### src/rtl/sonar_pkg.sv
package sonar_pkg;

    // Measurement sequencing for one trigger period
    typedef enum logic [1:0] {
        MS_IDLE   = 2'd0,   // after reset, before the first trigger
        MS_ARMED  = 2'd1,   // trigger issued, waiting for echo to rise
        MS_TIMING = 2'd2,   // echo high, counting microseconds
        MS_DONE   = 2'd3    // result or timeout taken for this period
    } meas_state_e;

    // Events seen by the measurement sequencer in one clock
    typedef struct packed {
        logic start;   // a new trigger period has begun
        logic rise;    // synchronised echo went high (outside trigger)
        logic fall;    // synchronised echo went low (outside trigger)
    } echo_evt_t;

endpackage

### src/rtl/sonar_tick_gen.sv
module sonar_tick_gen #(
    parameter int CLK_PER_US = 50
) (
    input  logic clk,
    input  logic rst,
    output logic tick
);
    localparam int CW = (CLK_PER_US > 1) ? $clog2(CLK_PER_US) : 1;
    localparam logic [CW-1:0] LAST = CW'(CLK_PER_US - 1);

    logic [CW-1:0] div_q;

    always_ff @(posedge clk) begin
        if (rst) begin
            div_q <= '0;
        end else if (div_q == LAST) begin
            div_q <= '0;
        end else begin
            div_q <= div_q + CW'(1);
        end
    end

    assign tick = (div_q == LAST);
endmodule

### src/rtl/sonar_trig_sched.sv
module sonar_trig_sched #(
    parameter int PERIOD_US = 300000,
    parameter int TRIG_US   = 15
) (
    input  logic clk,
    input  logic rst,
    input  logic tick,
    output logic trig
);
    localparam int PW = (PERIOD_US > 1) ? $clog2(PERIOD_US) : 1;
    localparam logic [PW-1:0] P_LAST = PW'(PERIOD_US - 1);
    localparam logic [PW-1:0] P_HIGH = PW'(TRIG_US);

    logic [PW-1:0] phase_q;

    always_ff @(posedge clk) begin
        if (rst) begin
            phase_q <= '0;
        end else if (tick) begin
            phase_q <= (phase_q == P_LAST) ? '0 : phase_q + PW'(1);
        end
    end

    // Registered so that reset holds the pin low
    always_ff @(posedge clk) begin
        if (rst) begin
            trig <= 1'b0;
        end else begin
            trig <= (phase_q < P_HIGH);
        end
    end
endmodule

### src/rtl/sonar_echo_timer.sv
module sonar_echo_timer
    import sonar_pkg::*;
#(
    parameter int MAX_ECHO_US = 23530,
    parameter int SCALE       = 17,
    parameter int DIST_W      = 19
) (
    input  logic              clk,
    input  logic              rst,
    input  logic              tick,
    input  logic              trig,
    input  logic              echo,
    output logic [DIST_W-1:0] distance,
    output logic              distance_valid
);
    localparam int CNTW = $clog2(MAX_ECHO_US + 1);
    localparam logic [CNTW-1:0] CNT_LIMIT = CNTW'(MAX_ECHO_US);
    localparam logic [DIST_W-1:0] SAT = {DIST_W{1'b1}};

    logic [2:0]        sync_q;   // [0],[1] synchroniser, [2] previous level
    logic              trig_d;
    echo_evt_t         evt;
    meas_state_e       state_q;
    logic [CNTW-1:0]   us_q;
    logic [DIST_W-1:0] scaled;

    always_ff @(posedge clk) begin
        if (rst) begin
            sync_q <= '0;
            trig_d <= 1'b0;
        end else begin
            sync_q <= {sync_q[1:0], echo};
            trig_d <= trig;
        end
    end

    always_comb begin
        evt.start = trig & ~trig_d;
        evt.rise  = sync_q[1] & ~sync_q[2] & ~trig;
        evt.fall  = ~sync_q[1] & sync_q[2] & ~trig;
    end

    assign scaled = DIST_W'(us_q) * DIST_W'(SCALE);

    always_ff @(posedge clk) begin
        if (rst) begin
            state_q        <= MS_IDLE;
            us_q           <= '0;
            distance       <= '0;
            distance_valid <= 1'b0;
        end else begin
            distance_valid <= 1'b0;
            if (evt.start) begin
                if (state_q == MS_ARMED || state_q == MS_TIMING) begin
                    distance <= SAT;
                end
                state_q <= MS_ARMED;
            end else begin
                unique case (state_q)
                    MS_ARMED: begin
                        if (evt.rise) begin
                            us_q    <= '0;
                            state_q <= MS_TIMING;
                        end
                    end
                    MS_TIMING: begin
                        if (evt.fall) begin
                            distance       <= scaled;
                            distance_valid <= 1'b1;
                            state_q        <= MS_DONE;
                        end else if (tick) begin
                            if (us_q >= CNT_LIMIT) begin
                                distance <= SAT;
                                state_q  <= MS_DONE;
                            end else begin
                                us_q <= us_q + CNTW'(1);
                            end
                        end
                    end
                    default: ;
                endcase
            end
        end
    end
endmodule

### src/rtl/sonar_ranger.sv
module sonar_ranger #(
    parameter int CLK_PER_US  = 50,
    parameter int TRIG_US     = 15,
    parameter int PERIOD_US   = 300000,
    parameter int MAX_ECHO_US = 23530,
    parameter int SCALE       = 17,
    parameter int DIST_W      = 19
) (
    input  logic              clk,
    input  logic              rst,
    input  logic              echo,
    output logic              trig,
    output logic [DIST_W-1:0] distance,
    output logic              distance_valid
);
    logic tick;

    sonar_tick_gen #(.CLK_PER_US(CLK_PER_US)) u_tick (
        .clk  (clk),
        .rst  (rst),
        .tick (tick)
    );

    sonar_trig_sched #(.PERIOD_US(PERIOD_US), .TRIG_US(TRIG_US)) u_sched (
        .clk  (clk),
        .rst  (rst),
        .tick (tick),
        .trig (trig)
    );

    sonar_echo_timer #(
        .MAX_ECHO_US (MAX_ECHO_US),
        .SCALE       (SCALE),
        .DIST_W      (DIST_W)
    ) u_timer (
        .clk            (clk),
        .rst            (rst),
        .tick           (tick),
        .trig           (trig),
        .echo           (echo),
        .distance       (distance),
        .distance_valid (distance_valid)
    );
endmodule

### config.mk
export PLATFORM = sky130hd
export DESIGN_NAME = sonar_ranger
export DESIGN_NICKNAME = d
export VERILOG_FILES = /design/src/rtl/sonar_pkg.sv /design/src/rtl/sonar_tick_gen.sv /design/src/rtl/sonar_trig_sched.sv /design/src/rtl/sonar_echo_timer.sv /design/src/rtl/sonar_ranger.sv
export SDC_FILE = /design/constraint.sdc
export NUM_CORES = 1
export LEC_CHECK = 0
export ABC_AREA = 0
export BUFFER_PORTS_ARGS = -buffer_cell sky130_fd_sc_hd__buf_2
export CAP_MARGIN = 20
export CORE_MARGIN = 2
export CORE_UTILIZATION = 40
export DETAILED_ROUTE_END_ITERATION = 7
export GPL_ROUTABILITY_DRIVEN = 0
export SLEW_MARGIN = 20
export SYNTH_ARGS = -nofsm -noshare
export SYNTH_HDL_FRONTEND = slang
export SYNTH_HIERARCHICAL = 1
export SYNTH_SLANG_ARGS = --single-unit
### constraint.sdc
create_clock -name clk -period 5.8 [get_ports clk]
set_input_delay 0.58 -clock clk [delete_from_list [all_inputs] [get_ports clk]]
set_output_delay 0.58 -clock clk [all_outputs]
set_load 0.03 [all_outputs]
## Word level (Yosys, flattened, before mapping)

Cells that the tools add are included.
W data, S select, Z words.

- Flip-flop bits (word level): 67
- Output and inout bits: 21
- Word-level logic and storage cells: 73

- $add $sub $neg: 3
- $mul: 1
- Magnitude comparators: 2
- Equal/unequal tests: 14
- Muxes and demuxes: 19
- Bitwise operators: 11
- Reduce and logical (&&, ||, !) cells: 13

Operators with widths:

| kind | number |
|---|---|
| $mux W19 | 7 |
| $mux W15 | 4 |
| $pmux W15 S2 | 1 |
| $add A19 B1 Y19 const B | 1 |
| $eq A19 B19 Y1 const B | 1 |
| $lt A19 B4 Y1 const B | 1 |
| $mul A15 B5 Y19 const B | 1 |
| $add A15 B1 Y15 const B | 1 |
| $ge A15 B15 Y1 const B | 1 |
| $reduce_and A4 Y1 | 3 |
| $reduce_bool A3 Y1 | 3 |
| $mux W2 | 4 |
| $ne A2 B2 Y1 const B | 4 |
| $ne A4 B2 Y1 const B | 2 |
| $add A6 B1 Y6 const B | 1 |
| $eq A6 B6 Y1 const B | 1 |
| $ne A3 B2 Y1 const B | 2 |
| $not A1 Y1 | 6 |
| $reduce_and A6 Y1 | 1 |
| $and A1 B1 Y1 | 5 |
| $pmux W2 S2 | 1 |
| $reduce_bool A2 Y1 | 2 |
| $reduce_or A2 Y1 | 2 |
| $ne A3 B1 Y1 const B | 1 |
| 6 further kinds | 7 |

## Longest topological paths before layout

Gate-level depths: netlist of the first run.

- Word-level depth: 6
- Mapped depth: 9
- Mapped depth without buffers: 9

## By module

Netlist of the first run, hierarchy kept.

Modules (own cells, without submodules):

| module | times used | cells an instance | area each (um^2) | seq. area each (um^2) |
|---|---|---|---|---|
| sonar_echo_timer | 1 | 287 | 2,531.2 | 820.8 |
| sonar_trig_sched | 1 | 119 | 994.7 | 400.4 |
| sonar_tick_gen | 1 | 27 | 255.2 | 120.1 |

## Worst setup path before layout of the first run

No wires, ideal clock.

- Path kind: register to register
- Start point: register u_timer.us_q[1]
- End point: register u_timer.distance[13]
- Setup time: 0.086 ns
- Data arrival time: 2.377 ns
- Required time: 5.714 ns
- Slack: 3.338 ns
- Cell stages (with the launch flop): 10
- Buffers on the path: 0
- Period minus slack after synthesis: 2.462 ns
- Path through: dfxtp_1 ha_1 ha_1 fa_1 a211oi_1 o21bai_1 a21oi_1 o21ai_0 xnor2_1 a211oi_1

- Word-level cells in the longest chain between the ends: 4
- Elaborated cells between the ends (all ways): 7
- Classes of those cells: mul (1); order compare (1); mux (3); reduce/logical (2)

Ends and longest elaborated chain:

| element | line | source |
|---|---|---|
| from (decl) | sonar_echo_timer.sv:24 | `logic [CNTW-1:0] us_q;` |
| from (signal assigned) | sonar_echo_timer.sv:76 | `us_q <= us_q + CNTW'(1);` |
| $mul A15 B5 Y19 | sonar_echo_timer.sv:43 | `assign scaled = DIST_W'(us_q) * DIST_W'(SCALE);` |
| $mux W19 | sonar_echo_timer.sv:67 | `if (evt.fall) begin` |
| $mux W19 | sonar_echo_timer.sv:59 | `unique case (state_q)` |
| $mux W19 | sonar_echo_timer.sv:53 | `if (evt.start) begin` |
| to (signal assigned) | sonar_echo_timer.sv:68 | `distance <= scaled;` |
| to (decl) | sonar_echo_timer.sv:13 | `output logic [DIST_W-1:0] distance,` |

Several ways; a longest one is shown, not always the timed one. The select of a mux whose other input is x is not followed.
A chain may end at the register's enable or synchronous reset.

## Worst setup path after layout of the first run

Ends and elaborated chain as after synthesis.

==> run_results.csv, run 1 <==
group,metric,value,unit
run_status,outcome,"finished, final reports clean",
die,die_area,10200,sq um
die,die_h,101,microns
die,rows,35,
timing,fin_ws,3.08,ns
synth,yosysTopAreaCellShare,35.5,%
timing,worstMarginPinSlew,0.694,ns
pwr,power.density,229,nW/um^2
placed_design,postPlaceCellArea,3940,sq um
detailed_routing,drt_iter0_markers,184,
worst_hold_path,hold_depth,2,
pwr,p_clk_share,43.4,%
placed_design,pre_cts_ws,3.11,ns
synth,synth-seq-area-share,35.5,%
critical_path,cp-end-kind,"flop",
die,start_util,41.1,%
clocking,cts.sinks,67,
detailed_routing,ant_nets,0,
cells_and_area,drive_gt1_share,14.2,%
grt,grt_pass1_wl,14900,microns
cells_and_area,post-route-util,45.0,%
die,die_w,101,microns
timing,rsz0062_at_grt,"no",
synth,yosysUniqueCellTypes,67,
clocking,clk_path_buf_depth,2,
clocking,post_cts_resized,0,
synth,synth-async-reset-ratio,0,%
detailed_routing,firstDrtPassIters,5,
cells_and_area,layout.cells.non_filler,563,
worst_hold_path,hold_start,"echo",
detailed_routing,drt_wl_total,8650,microns
grt,grt_max_degree,23,
grt,antenna_found_initial,0,
die,io_pins,24,
clocking,clkLatencyLatePin,0.35,ns
critical_path,crit_type,"flop to flop",
synth,yosysWarnings,6,
timing,hold_viol_final,0,
synth,syn_nets,466,
placed_design,port_buffers,23,
clocking,postCtsHoldBufs,0,
cells_and_area,fin_area,4140,sq um
pwr,p_switching,0.253,mW
clocking,numCtsBuffers,9,
worst_hold_path,holdPathEnd,"u_timer/sync_q[0]$_SDFF_PP0_",
synth,syn_area_per_cell,8.73,sq um
critical_path,startpoint_type,"flop",
pwr,switching_share,26.6,%
detailed_routing,via_per_inst,5.85,
grt,grt_remaining_overflow,0,
clocking,post-cts-setup-buffers,0,
placed_design,dp.cells,547,
grt,grtUsageTotal,17.9,%
critical_path,r2r-start,"u_timer/us_q[1]$_SDFFE_PP0P_",
critical_path,r2r_slack,3.08,ns
job,max-cap-violations,0,
synth,synthTopCellsByArea,"dfxtp_1 (35%), ha_1 (9.6%), nor2_1 (4.3%)",
timing,fin_skew,0.0157,ns
timing,min_period_over_period,47.0,%
critical_path,r2r-end,"u_timer/distance[13]$_SDFFE_PP0P_",
worst_hold_path,hold_class,"primary input to flop",
synth,yosysTopAreaCell,"dfxtp_1",
timing,drv_slew,0,
synth,syn_inst,433,
critical_path,cp.arrival,3.00,ns
detailed_routing,wl_per_cell,15.4,microns
critical_path,worstPathRequired,6.07,ns
pwr,leakage,1.64,nW
timing,slew_headroom,53.7,%
cells_and_area,area_growth_syn_to_layout,9.46,%
timing,fin_crit,2.72,ns
pwr,power,0.950,mW
placed_design,dp_hpwl,6150,microns
clocking,ctsHtreeMaxLevel,3,
pwr,ir_drop,116,uV
pwr,p_int,0.697,mW
cells_and_area,nets,480,
critical_path,crit_fanout,8,
synth,synthesis.area,3780,sq um
clocking,cts_tree,"built",
grt,grt_pass1_vias,3123,
clocking,cts-root-buf,"clkbuf_8",
pwr,seqPwrFrac,50.5,%
cells_and_area,diodes,0,
detailed_routing,drcViolationCount,0,
pwr,p_comb_share,6.2,%
synth,synth_ff_type,"dfxtp_1",
critical_path,ff2ff_path_depth,9,
die,core,9200,sq um
clocking,clkSlewWorstSetupHoldPaths,0.09,ns
synth,yosys_register_bits,67,
timing,setup_viol,0,
timing,max_freq,367,MHz
detailed_routing,vias,3294,
timing,tns,0,ns
timing,whs,0.443,ns
synth,synth-edff-count,0,
## layout by cell type (no fill, tap or decap), types with 3 or more instances in the layout
cell      netlist  final
inv_6           0      3
and4_1          4      4
or4_1           4      4
nand3_1        15     15
a31oi_1         5      5
clkbuf_8        0      9
and3_1          5      5
o31ai_1         9      9
a21oi_1        21     21
a21o_1          4      4
ha_1           29     29
xor2_1         10     10
inv_1           9      9
nand2b_1        5      5
nor3_1          8      8
nor2b_1         8      8
nor2_1         43     43
a211oi_1        4      4
or3_1           4      4
o21a_1          3      3
o21ai_0        21     21
o221a_2        10     10
dfxtp_1        67     67
nand2_1        28     28
nand4_1        14     14
nor4_1          9      9
buf_2           9     23
o21ai_1        12     12
and2_1          3      3
xnor2_1        16     16
## cell families (layout without fill, tap and decap cells)
group           count (synthesis)  in the layout  synth area share (%)
buf+inv                        30             49                  3.74
simple gates                  165            165                  23.4
compound gates                114            114                  21.0
fa+ha+maj                      30             30                  10.1
xor+xnor                       26             26                  6.02
flops                          67             67                  35.5
mux                             1              1                 0.265
## cell usage after synthesis (all sizes together) (10+ instances only)
library cell and n:
nand3 17, nor2 43, nand4 14, a21oi 22
o221a 11, ha 29, xor2 10, o21ai 33
dfxtp 67, xnor2 16, buf 12, nand2 29
## sequential cells by signal (all words and copies together), names as in the netlist
| register | flops |
|---|---|
| u_sched/trig | 1 |
| u_timer/sync_q | 3 |
| u_timer/us_q | 15 |
| u_sched/phase_q | 19 |
| u_timer/state_q | 2 |
| u_timer/trig_d | 1 |
| u_tick/div_q | 6 |
| u_timer/distance_valid | 1 |
| u_timer/distance | 19 |
## area by class of cell
type	instances	area, sq um
well taps	111	139
clock buffers	9	124
flip-flops and latches	67	1340
multi-input cells	336	2300
clock inverters	7	80.1
repair buffers	24	123
fillers	915	5060
inverters	9	33.8
## power groups by stage
stage          Combinational [mW]  Sequential (mW)  Clock (mW)
3_3_place_gp               0.0590            0.490           0
2_1_floorplan              0.0278            0.506           0
6_report                   0.0587            0.479       0.412
4_1_cts                    0.0592            0.479       0.419
3_5_place_dp               0.0588            0.490           0
5_1_grt                    0.0639            0.481       0.447
## worst max-delay path by stage
stage / start / end / depth (start not counted)
2_1_floorplan: u_timer/us_q[1]$_SDFFE_PP0P_ / u_timer/distance[13]$_SDFFE_PP0P_ / 9
3_3_place_gp: u_timer/us_q[1]$_SDFFE_PP0P_ / u_timer/distance[13]$_SDFFE_PP0P_ / 9
3_5_place_dp: u_timer/us_q[1]$_SDFFE_PP0P_ / u_timer/distance[13]$_SDFFE_PP0P_ / 9
4_1_cts: u_timer/us_q[1]$_SDFFE_PP0P_ / u_timer/distance[13]$_SDFFE_PP0P_ / 9
5_1_grt: u_timer/us_q[1]$_SDFFE_PP0P_ / u_timer/distance[13]$_SDFFE_PP0P_ / 9
6_report: u_timer/us_q[1]$_SDFFE_PP0P_ / u_timer/distance[13]$_SDFFE_PP0P_ / 9
## per-layer routing
| layer | part of all wire (%) | track usage, % |
|---|---|---|
| met5 | 0 | 0 |
| met4 | 0.98 | 5.72 |
| met3 | 4.0 | 2.69 |
| met2 | 48 | 30.0 |
| met1 | 47 | 23.8 |
## worst max-delay path: stages, from the launching register on
cell,delay [ns]
dfxtp_1,0.47
ha_1,0.29
ha_1,0.24
fa_1,0.43
a211oi_1,0.27
o21bai_1,0.12
a21oi_1,0.26
o21ai_0,0.20
xnor2_1,0.16
a211oi_1,0.22
Power figures use the tool's default switching activity.
==> run 2: changes to the inputs <==
Clock period 5.8 ns to 2.6 ns, I/O delays scaled along.
==> run_results.csv, run 2 (same netlist as run 1, synthesis figures left out) <==
group,metric,value,unit
detailed_routing,firstDrtPassIters,4,
clocking,clkLatencyLatePin,0.34,ns
timing,setup_viol,0,
die,core,9200,sq um
pwr,power,2.00,mW
critical_path,startpoint_type,"flop",
pwr,power.density,469,nW/um^2
detailed_routing,vias,3342,
timing,fin_crit,2.42,ns
clocking,ctsHtreeMaxLevel,3,
grt,grtUsageTotal,18.3,%
critical_path,worstPathRequired,2.82,ns
clocking,clk_path_buf_depth,2,
clocking,postCtsHoldBufs,0,
cells_and_area,post-route-util,46.4,%
cells_and_area,drive_gt1_share,18.5,%
cells_and_area,final_common_cell,"dfxtp_1",
pwr,leakage,1.72,nW
timing,slew_headroom,71.9,%
timing,rsz0062_at_grt,"no",
critical_path,crit_fanout,6,
timing,min_period_over_period,93.2,%
grt,antenna_found_initial,0,
cells_and_area,area_growth_syn_to_layout,12.9,%
grt,grt_remaining_overflow,0,
die,start_util,41.1,%
timing,fin_skew,0.0137,ns
clocking,cts_tree,"built",
placed_design,dp_hpwl,6500,microns
critical_path,cp.arrival,2.64,ns
detailed_routing,ant_nets,0,
detailed_routing,drt_iter0_markers,178,
cells_and_area,most-common-layout-cells,"dfxtp_1 (65), nor2_1 (43), ha_1 (29), nand2_1 (28), buf_2 (23)",
run_status,outcome,"finished, final reports clean",
die,die_h,101,microns
job,max-cap-violations,0,
clocking,cts.sinks,67,
detailed_routing,wl_per_cell,15.5,microns
clocking,cts-root-buf,"clkbuf_8",
clocking,numCtsBuffers,9,
critical_path,cp-end-kind,"flop",
critical_path,crit_type,"flop to flop",
pwr,ir_drop,252,uV
cells_and_area,top_regs,"u_sched/phase_q (19), u_timer/distance (19), u_timer/us_q (15)",
die,die_w,101,microns
grt,grt_pass1_wl,15000,microns
timing,drv_slew,0,
die,die_area,10200,sq um
detailed_routing,drt_wl_total,9000,microns
timing,whs,0.121,ns
worst_hold_path,hold_class,"primary input to flop",
timing,max_freq,413,MHz
timing,hold_viol_final,0,
grt,grt_pass1_vias,3183,
detailed_routing,via_per_inst,5.75,
detailed_routing,drcViolationCount,0,
clocking,clkSlewWorstSetupHoldPaths,0.08,ns
timing,worstMarginPinSlew,0.422,ns
placed_design,port_buffers,23,
cells_and_area,diodes,0,
die,io_pins,24,
timing,tns,0,ns
die,rows,35,
grt,grt_max_degree,21,
cells_and_area,nets,499,
-- run 2: cell types whose count changed in the layout (fill, tap and decap cells not counted), moves of 2 or more --
cell / before / now
buf_4: 1 / 20
a21oi_2: 1 / 3
inv_6: 3 / 1
a21oi_1: 21 / 19
dfxtp_1: 67 / 65
o21ai_1: 12 / 14
o21ai_0: 21 / 19
dfxtp_2: 0 / 2
-- run 2: metrics by stage --
step	instances	setup slack, ns	cell area (sq um)
2_1_floorplan	433	0.138	3780
3_3_place_gp	566	0.190	4080
3_5_place_dp	566	0.147	4080
4_1_cts	581	0.124	4250
5_1_grt	581	0.00499	4270
6_report	581	0.177	4270
-- run 2: path summary, 6_finish.rpt --
check / slack, ns / depth (start not counted) / to / start
min reg2reg: 0.46 / 1 / u_timer/sync_q[1]$_SDFF_PP0_ / u_timer/sync_q[0]$_SDFF_PP0_
max reg2reg: 0.18 / 8 / u_timer/distance[18]$_SDFFE_PP0P_ / u_timer/us_q[6]$_SDFFE_PP0P_
max: 0.18 / 8 / u_timer/distance[18]$_SDFFE_PP0P_ / u_timer/us_q[6]$_SDFFE_PP0P_
min: 0.12 / 2 / u_timer/sync_q[0]$_SDFF_PP0_ / echo
-- run 2: final cells by class --
type                       count  area (sq um)
clock buffer                  10           138
clock inverter                 5          37.5
fill                         913          4930
inverter                       9          33.8
multi-input combinational    336          2310
sequential                    67          1340
tap                          111           139
timing repair buffer          43           265
-- run 2: per-layer routing --
| layer | vias to the layer above | global-route usage (%) | wire length, microns |
|---|---|---|---|
| li1 | 1677 | - | - |
| met4 | 0 | 6.34 | 63 |
| met5 | - | 0 | 0 |
| met1 | 1597 | 24.4 | 4470 |
| met3 | 7 | 4.14 | 294 |
| met2 | 61 | 29.2 | 4170 |
-- run 2: power by group --
part / switching (mW) / internal, mW / leakage, nW / total (mW)
clock: 0.425 / 0.370 / 0.0848 / 0.795
combinational: 0.0909 / 0.0474 / 1.09 / 0.138
sequential: 0.0159 / 1.05 / 0.545 / 1.07
total: 0.532 / 1.47 / 1.72 / 2.00
-- run 2: timing repair --
item	in CTS	in global routing
setup buffers	0	0
setup endpoints to repair	0	2
resized for setup	0	7
-- run 2: worst max-delay path: stages (launching register included) --
cell and delay (ns):
dfxtp_1 0.43, ha_1 0.31, ha_1 0.35, a211oi_2 0.22, o211ai_1 0.15, a221oi_2 0.32
o21ai_1 0.15, a211oi_1 0.28, nor3_1 0.09
